--- src/rtl/extrst_pkg.sv ---
package extrst_pkg;
  localparam int DATA_W  = 32;
  localparam int LEN_W   = 20;
  localparam int RST_LEN = 255;

  localparam logic [7:0] KEY_ACT_HIGH  = 8'hA5;
  localparam logic [7:0] KEY_ACT_LOW   = 8'h5A;
  localparam logic [7:0] KEY_PUSH_PULL = 8'hA8;
  localparam logic [7:0] KEY_OPEN_DRN  = 8'h8A;

  typedef struct packed {
    logic act_high;
    logic push_pull;
  } line_attr_t;
endpackage

--- src/rtl/extrst_cfg.sv ---
module extrst_cfg
  import extrst_pkg::*;
#(
  parameter int DATA_W_P  = DATA_W,
  parameter int LEN_W_P   = LEN_W,
  parameter int RST_LEN_P = RST_LEN
) (
  input  logic                clk,
  input  logic                rst,
  input  logic                wr_en,
  input  logic [DATA_W_P-1:0] wr_data,
  output line_attr_t          attr,
  output logic [LEN_W_P-1:0]  len
);
  localparam int KEY_LSB = DATA_W_P - 8;

  logic [7:0] key;
  logic       key_hit;

  assign key     = wr_data[DATA_W_P-1:KEY_LSB];
  assign key_hit = (key == KEY_ACT_HIGH) || (key == KEY_ACT_LOW) ||
                   (key == KEY_PUSH_PULL) || (key == KEY_OPEN_DRN);

  always_ff @(posedge clk) begin
    if (rst) begin
      attr <= '{act_high: 1'b0, push_pull: 1'b0};
      len  <= LEN_W_P'(RST_LEN_P);
    end else if (wr_en) begin
      len <= wr_data[LEN_W_P-1:0];
      case (key)
        KEY_ACT_HIGH:  attr.act_high  <= 1'b1;
        KEY_ACT_LOW:   attr.act_high  <= 1'b0;
        KEY_PUSH_PULL: attr.push_pull <= 1'b1;
        KEY_OPEN_DRN:  attr.push_pull <= 1'b0;
        default: ;
      endcase
    end
  end

  // every write loads the length field
  assert_len_load_R6: assert property (@(posedge clk) disable iff (rst)
    wr_en |=> (len == $past(wr_data[LEN_W_P-1:0])));

  // an unkeyed write keeps both attributes
  assert_nokey_hold_R7: assert property (@(posedge clk) disable iff (rst)
    (wr_en && !key_hit) |=> (attr == $past(attr)));
endmodule

--- src/rtl/extrst_timer.sv ---
module extrst_timer #(
  parameter int LEN_W_P = 20
) (
  input  logic               clk,
  input  logic               rst,
  input  logic               tick,
  input  logic               trig,
  input  logic [LEN_W_P-1:0] len,
  output logic               active
);
  logic [LEN_W_P-1:0] remain;

  always_ff @(posedge clk) begin
    if (rst) begin
      active <= 1'b0;
      remain <= '0;
    end else if (trig) begin
      active <= 1'b1;
      remain <= len;
    end else if (active && tick) begin
      if (remain == '0) active <= 1'b0;
      else              remain <= remain - 1'b1;
    end
  end

  // a trip (re)arms the counter with the stored length
  assert_trip_arm_R8: assert property (@(posedge clk) disable iff (rst)
    trig |=> (active && remain == $past(len)));

  // the tick seen with zero left ends the pulse
  assert_last_tick_R1: assert property (@(posedge clk) disable iff (rst)
    (active && !trig && tick && remain == '0) |=> !active);
endmodule

--- src/rtl/extrst_drive.sv ---
module extrst_drive
  import extrst_pkg::*;
(
  input  logic       clk,
  input  logic       rst,
  input  logic       active,
  input  line_attr_t attr,
  output logic       pin_out,
  output logic       pin_oe
);
  always_ff @(posedge clk) begin
    if (rst) begin
      pin_out <= 1'b1;
      pin_oe  <= 1'b0;
    end else begin
      pin_out <= active ? attr.act_high : ~attr.act_high;
      pin_oe  <= attr.push_pull | active;
    end
  end

  // push-pull keeps the enable on
  assert_pp_oe_R10: assert property (@(posedge clk) disable iff (rst)
    attr.push_pull |=> pin_oe);

  // open-drain drives only while active, at the active level
  assert_od_active_R9: assert property (@(posedge clk) disable iff (rst)
    (!attr.push_pull && active) |=> (pin_oe && pin_out == $past(attr.act_high)));

  assert_od_idle_R9: assert property (@(posedge clk) disable iff (rst)
    (!attr.push_pull && !active) |=> !pin_oe);
endmodule

--- src/rtl/extrst_pulse_gen.sv ---
module extrst_pulse_gen
  import extrst_pkg::*;
#(
  parameter int DATA_W_P  = DATA_W,
  parameter int LEN_W_P   = LEN_W,
  parameter int RST_LEN_P = RST_LEN
) (
  input  logic                clk,
  input  logic                rst,
  input  logic                tick_1us,
  input  logic                wdt_trip,
  input  logic                cfg_we,
  input  logic [DATA_W_P-1:0] cfg_wdata,
  output logic                rst_line,
  output logic                rst_line_oe
);
  line_attr_t         attr;
  logic [LEN_W_P-1:0] len;
  logic               active;

  extrst_cfg #(
    .DATA_W_P (DATA_W_P),
    .LEN_W_P  (LEN_W_P),
    .RST_LEN_P(RST_LEN_P)
  ) u_cfg (
    .clk    (clk),
    .rst    (rst),
    .wr_en  (cfg_we),
    .wr_data(cfg_wdata),
    .attr   (attr),
    .len    (len)
  );

  extrst_timer #(
    .LEN_W_P(LEN_W_P)
  ) u_timer (
    .clk   (clk),
    .rst   (rst),
    .tick  (tick_1us),
    .trig  (wdt_trip),
    .len   (len),
    .active(active)
  );

  extrst_drive u_drive (
    .clk    (clk),
    .rst    (rst),
    .active (active),
    .attr   (attr),
    .pin_out(rst_line),
    .pin_oe (rst_line_oe)
  );

  // a trip shows on the pins after the next edge
  assert_latency_R12: assert property (@(posedge clk) disable iff (rst)
    $past(wdt_trip) |=> (rst_line == $past(attr.act_high, 1) || $past(rst)));
endmodule

--- config.mk ---
export PLATFORM = sky130hd
export DESIGN_NAME = extrst_pulse_gen
export DESIGN_NICKNAME = d
export VERILOG_FILES = /design/src/rtl/extrst_pkg.sv /design/src/rtl/extrst_cfg.sv /design/src/rtl/extrst_timer.sv /design/src/rtl/extrst_drive.sv /design/src/rtl/extrst_pulse_gen.sv
export SDC_FILE = /design/constraint.sdc
export NUM_CORES = 1
export LEC_CHECK = 0
export ABC_AREA = 1
export BUFFER_PORTS_ARGS = -buffer_cell sky130_fd_sc_hd__buf_2
export CAP_MARGIN = 25
export CORE_MARGIN = 2
export CORE_UTILIZATION = 37
export DETAILED_ROUTE_END_ITERATION = 8
export GPL_ROUTABILITY_DRIVEN = 0
export HOLD_SLACK_MARGIN = 0.02
export RECOVER_POWER = 25
export SLEW_MARGIN = 30
export SYNTH_ARGS = -nofsm -noshare
export SYNTH_HDL_FRONTEND = slang
export SYNTH_SLANG_ARGS = --single-unit
--- constraint.sdc ---
create_clock -name clk -period 1.5 [get_ports clk]
set_clock_uncertainty 0.05 [all_clocks]
set_input_delay 0.15 -clock clk [delete_from_list [all_inputs] [get_ports clk]]
set_output_delay 0.15 -clock clk [all_outputs]
set_load 0.02 [all_outputs]
==> out/results.ini, run 1 <==
[synth]
yosysWarningCount = 0
yosysUniqueCellTypes = 33
yosys.area.top_type = dfxtp_1
synth_top_area_share_pct = 37.44
synth-seq-cells = 45
synth_nets = 412
synth_area_um2 = 2406
synth.area.top_cells = dfxtp_1, nand2_1, nor2_1, nand3_1, inv_1
netlist_instances = 373
seq_area_frac_synth_pct = 37.44
synth_area_per_cell_um2 = 6.451

[worst_setup_path]
timing.rr.end = u_timer.remain[9]
cp_data_arrival_time_ns = 1.64
reg2reg_depth = 10
required_ns = 1.63
path_class = flip-flop to flip-flop
cp_max_fo = 7
cp-startpoint = u_timer.remain[0]
cp-start-kind = flip-flop
end_kind = flip-flop
r2r-start = u_timer.remain[0]
r2r_slack_ns = -0.01

[timing]
min_period_ns = 1.510
rsz0062_at_grt = yes
setup_viol = 3
setup_ws_ns = -0.01014
max-slew-margin-rel_pct = 74.69
final-max-slew-violation-count = 0
hold_violations = 0
finalCritPeriodShare_pct = 100.7
fmax_mhz = 662.2
tightest_slew_ns = 0.3762
setup_tns_ns = -0.01107

[hold_path]
hold_path_depth = 3
holdPathEnd = u_cfg.len[15]
min_from = cfg_wdata[15]
hp-class = input pin to flip-flop

[route]
ant_nets = 0
drt_iter0_markers = 129
routed-via-count = 2599
wirelength_mm = 6.756
first_pass_iters = 4
wl_per_cell_um = 12.70
drc = 0
vias_per_cell = 4.885

[clock_network]
clockBufferDepth = 2
htree_num_levels = 2
clk_pin_slew_ns = 0.08
cts_sinks = 45
cts_root_buf = clkbuf_8
insertion_delay_ns = 0.30
cts_tree = built
cts-buffers-inserted = 5

[global_route]
grt_use_total_pct = 18.22
grt_overflow = 0
grt_pass1_vias = 2371
antenna_found_initial = 0
grt_pass1_wl_mm = 10.71
grt_max_degree = 22

[cells_and_area]
post-route-util_pct = 53.33
stdcell_area_um2 = 3367
nNetsFinal = 494
drive_gt1_share_pct = 30.99
syn2layout_area_growth_pct = 39.94
n_antenna_cell = 0

[floorplan]
rows = 29
ios = 39
start_util_pct = 38.11
die-area_um2 = 7164
dieWidth_um = 84.64
die_h_um = 84.64
core_um2 = 6314

[place]
place_hpwl_mm = 4.516
port_buffers = 34
place_area_um2 = 2882

[run_status]
outcome = complete, but fails checks
violations = setup timing

[job]
drv_cap = 0

[power]
power_density_nw_per_um2 = 929.7
leakage_nw = 1.579
max-vdd-ir-drop_mv = 0.6940

-- worst max-delay path by stage --
stage | to | cells past startpoint
2_1_floorplan | u_timer.remain[8] | 10
3_3_place_gp | u_timer.remain[9] | 10
3_5_place_dp | u_timer.remain[9] | 10
4_1_cts | u_timer.remain[9] | 10
5_1_grt | u_timer.remain[12] | 11
6_report | u_timer.remain[9] | 10
-- report_power, final --
group	leakage (nW)	switching [mW]	internal, mW
Combinational	1.16	0.565	0.439
Clock	0.0433	0.412	0.365
Sequential	0.376	0.0691	1.28
Total	1.58	1.05	2.08
-- per-stage QoR --
| step | total power, mW | setup slack (ns) | hold WS (ns) | std cells |
|---|---|---|---|---|
| after floorplan | 1.850 | 0.01230 | 0.2263 | 373 |
| after CTS | 2.964 | 0.003283 | 0.02113 | 524 |
| after global routing | 3.304 | -0.09059 | 0.02794 | 532 |
| after global placement | 2.133 | -0.01810 | 0.3096 | 505 |
| final | 3.130 | -0.01014 | 0.02228 | 532 |
| after detailed placement | 2.146 | -0.05764 | 0.3129 | 505 |
-- area by class of cell --
type                       instances  area (um^2)
timing repair buffer              86        610.6
sequential                        45        917.1
timing repair inverter             1        11.26
tap                               77        96.34
multi-input combinational        287         1513
clock inverter                     1        7.507
inverter                          29        128.9
fill                             650         2947
clock buffer                       6        82.58
-- worst max-delay path, stage by stage (launching register included) --
cell and delay, ns:
dfxtp_2 0.34, inv_4 0.09, ha_4 0.13, nand2_2 0.06, nor2_4 0.13, nand3_4 0.11
nand2_4 0.12, buf_4 0.13, nand2_4 0.08, nand2_1 0.11, a21oi_2 0.05
-- Yosys cell counts --
library cell  instances
a31oi_1               1
nor4_1                1
nand2_2               2
nand2_1             107
ha_1                  2
buf_2                 2
nor2_1               73
a41oi_1               1
nor2_4                1
a211oi_1              1
nor3b_1               1
or2_2                 2
nand3_1              34
clkbuf_1              9
nor2_2                4
clkinv_4              1
nand4_1               6
o21ai_0              19
nand2_4               2
o21bai_1              2
nand3_4               1
inv_1                27
buf_1                 1
xor2_1                4
xnor2_1               1
nor3_1                3
buf_6                 1
a21oi_1              14
a21oi_2               2
nor2_8                1
inv_2                 1
nand3_2               1
dfxtp_1              45
-- layer usage --
layer | vias to the layer above | track usage [%] | routed length (um)
met5 | - | 0 | 0
met4 | 0 | 4.618 | 81
met3 | 9 | 4.031 | 336
met2 | 65 | 29.42 | 3176
met1 | 1173 | 24.76 | 3161
li1 | 1352 | - | -
-- kinds of logic after synthesis --
| kind of cell | share of synthesized area (%) |
|---|---|
| AO/OA/AOI/OAI | 9.153 |
| XOR/XNOR | 1.820 |
| adder cells (fa/ha/maj) | 1.040 |
| buffers and inverters | 7.176 |
| flip-flops | 37.44 |
| AND/OR/NAND/NOR | 43.37 |
-- state kept, by name, summed over array words and instances, names as in the netlist --
| signal | count |
|---|---|
| u_cfg.len | 20 |
| u_drive.pin_oe | 1 |
| u_cfg.attr | 2 |
| u_drive.pin_out | 1 |
| u_timer.remain | 20 |
| u_timer.active | 1 |
-- placed cells by master (no fill, tap or decap), drive strengths merged --
cell	n
a211oi	1
a21oi	16
a31oi	1
a41oi	1
buf	74
clkbuf	6
clkinv	1
clkinvlp	1
dfxtp	45
dlygate4sd3	12
ha	2
inv	29
nand2	112
nand3	36
nand4	6
nor2	79
nor3	3
nor3b	1
nor4	1
o21ai	19
o21bai	2
or2	2
xnor2	1
xor2	4
-- repair_timing --
| action | CTS | global route |
|---|---|---|
| pin swaps | 0 | 21 |
| endpoints found under the hold margin | 12 | 0 |
| hold buffers | 12 | 0 |
| endpoints found under the setup margin | 17 | 21 |
| buffers inserted | 0 | 6 |
| cloned | 0 | 2 |
| resized for setup | 8 | 56 |
(Power assumes the default switching activity.)
==> inputs of run 2 (changes only) <==
--- a/config.mk
+++ b/config.mk
@@ -9,10 +9,11 @@
 export BUFFER_PORTS_ARGS = -buffer_cell sky130_fd_sc_hd__buf_2
 export CAP_MARGIN = 25
 export CORE_MARGIN = 2
-export CORE_UTILIZATION = 37
+export CORE_UTILIZATION = 51
 export DETAILED_ROUTE_END_ITERATION = 8
 export GPL_ROUTABILITY_DRIVEN = 0
 export HOLD_SLACK_MARGIN = 0.02
+export PLACE_DENSITY = 0.76
 export RECOVER_POWER = 25
 export SLEW_MARGIN = 30
 export SYNTH_ARGS = -nofsm -noshare
==> run 2 against run 1 <==
The run still ends with setup timing left; global-route usage up 8.4 points; via count grew 7.0%; clock power increased by 40%; critical path depth unchanged; die area decreased by 26%; sequential power about the same; first-iteration DRC count is 72% higher; worst hold slack worse by 0.0041 ns; register-to-register slack lost 0.04 ns.
==> out/results.ini, run 2 (same netlist as run 1, synthesis figures left out) <==
[worst_setup_path]
critPathBufInv = 2  ; unchanged
cp_data_arrival_time_ns = 1.69  ; +0.05 ns
cp_cell_sequence = inv_4, ha_4, nand2_4, nor2_4, nand3_4, nand2_8, buf_6, nand2_8, nor2_2, nor3_1
cp_common_cell = nand2_8
cp_slowest_stage_delay_ns = 0.35  ; about the same
cp-start-kind = flip-flop
cp_slowest_cell = dfxtp_2
cp_max_fo = 8  ; +1
path_class = flip-flop to flip-flop
required_ns = 1.64  ; about the same
end_kind = flip-flop
critical-path-top-delay-family = simple AND/OR/NAND/NOR gates

[timing]
final-max-slew-violation-count = 0  ; unchanged
fmax_mhz = 645.7  ; -2.5%
rsz0062_at_grt = yes
setup_ws_ns = -0.04869  ; -0.03855 ns
min_period_ns = 1.549  ; +0.03855 ns
hold_ws_ns = 0.01823  ; -0.004053 ns
hold_violations = 0  ; unchanged
tightest_slew_ns = 0.3884  ; +0.01218 ns
finalCritPeriodShare_pct = 103.2  ; +2.6 points
max-slew-margin-rel_pct = 73.87  ; -0.82 points
setup_viol = 12  ; +9

[cells_and_area]
stdcell_area_um2 = 3423  ; +1.7%
top_regs = u_cfg.len (20), u_timer.remain (20), u_cfg.attr (2)
drive_gt1_share_pct = 32.16  ; +1.2 points
nNetsFinal = 492  ; -0.40%
final_cell_mix = nand2_1, nor2_1, dfxtp_1, buf_2, buf_4
final_common_cell = nand2_1
syn2layout_area_growth_pct = 42.28
n_antenna_cell = 0  ; unchanged

[floorplan]
die_h_um = 72.69  ; -14%
start_util_pct = 54.14  ; +16 points
core_um2 = 4444  ; -30%
ios = 39  ; unchanged
die-area_um2 = 5283  ; -26%
rows = 24  ; -17%
dieWidth_um = 72.69  ; -14%

[global_route]
antenna_found_initial = 0  ; unchanged
grt_pass1_vias = 2440  ; +2.9%
grt_overflow = 0  ; unchanged
grt_pass1_wl_mm = 11.09  ; +3.5%
grt_use_total_pct = 26.64  ; +8.4 points
grt_max_degree = 23  ; +4.5%

[power]
max-vdd-ir-drop_mv = 0.7320  ; +5.5%
p_total_mw = 3.494  ; +12%
leakage_nw = 1.601  ; +1.4%
power_density_nw_per_um2 = 1021  ; +9.8%

[place]
dp_slack_ns = -0.06305  ; -0.005410 ns
place_hpwl_mm = 4.286  ; -5.1%
port_buffers = 34  ; unchanged
place_area_um2 = 2815  ; -2.3%

[clock_network]
cts-buffers-inserted = 5  ; unchanged
htree_num_levels = 2  ; unchanged
cts_root_buf = clkbuf_8
clockBufferDepth = 2  ; unchanged
insertion_delay_ns = 0.31  ; about the same
cts_sinks = 45  ; unchanged
cts_tree = built
clk_pin_slew_ns = 0.09  ; about the same

[route]
wl_per_cell_um = 14.92  ; +17%
first_pass_iters = 5  ; +1
drt_iter0_markers = 222  ; +72%
routed-via-count = 2780  ; +7.0%
drc = 0  ; unchanged
ant_nets = 0  ; unchanged
wirelength_mm = 7.550  ; +12%
vias_per_cell = 5.494  ; +12%

[job]
drv_cap = 0  ; unchanged

[run_status]
violations = setup timing
outcome = complete, but fails checks

[hold_path]
hp-class = input pin to flip-flop

run 2: area by class of cell:
cell class	count	area [um^2]
Fill cell	304	1021
Clock inverter	3	65.06
Timing Repair inverter	1	11.26
Clock buffer	5	68.82
Sequential cell	45	917.1
Timing Repair Buffer	84	599.3
Multi-Input combinational cell	287	1573
Inverter	29	123.9
Tap cell	52	65.06
run 2: worst min-delay path: cells and delay by family:
family                 cells  cell delay, ns
buffers and inverters      1            0.07
AND/OR/NAND/NOR            2            0.11
run 2: worst paths after layout:
kind / startpoint / end / slack [ns] / depth (start not counted)
max reg2reg: u_timer.remain[0] / u_timer.remain[0] / -0.05 / 10
min: cfg_wdata[12] / u_cfg.len[12] / 0.02 / 3
min reg2reg: u_cfg.len[3] / u_cfg.len[3] / 0.41 / 2
max: u_timer.remain[0] / u_timer.remain[0] / -0.05 / 10
run 2: metrics by stage:
step | std cells | util, % | setup TNS, ns
global route | 506 | 77.03 | -1.705
CTS | 500 | 70.41 | 0
detailed placement | 477 | 63.34 | -0.3639
floorplan | 373 | - | 0
global placement | 477 | 63.34 | -0.02656
finish | 506 | 77.03 | -0.1957
run 2: routing by layer:
metal / share of wire, % / vias to the layer above / GRT usage (%) / routed length (um)
met5: 0 / - / 0 / 0
met4: 2.6 / 0 / 6.996 / 195
met2: 49 / 148 / 43.84 / 3737
met1: 40 / 1260 / 36.14 / 3005
met3: 8.1 / 25 / 4.696 / 611
li1: - / 1347 / - / -
run 2: repair_timing:
item	4_1_cts	5_1_grt
gates resized for setup	11	72
setup endpoints to repair	17	20
buffers inserted	0	5
hold buffers	14	0
pin swaps	1	23
cloned	1	1
endpoints found under the hold margin	14	0
run 2: power by group:
part	switching, mW	leakage [nW]	internal, mW	total (mW)
Sequential	0.0782	0.375	1.28	1.36
Combinational	0.603	1.16	0.441	1.04
Clock	0.429	0.0681	0.662	1.09
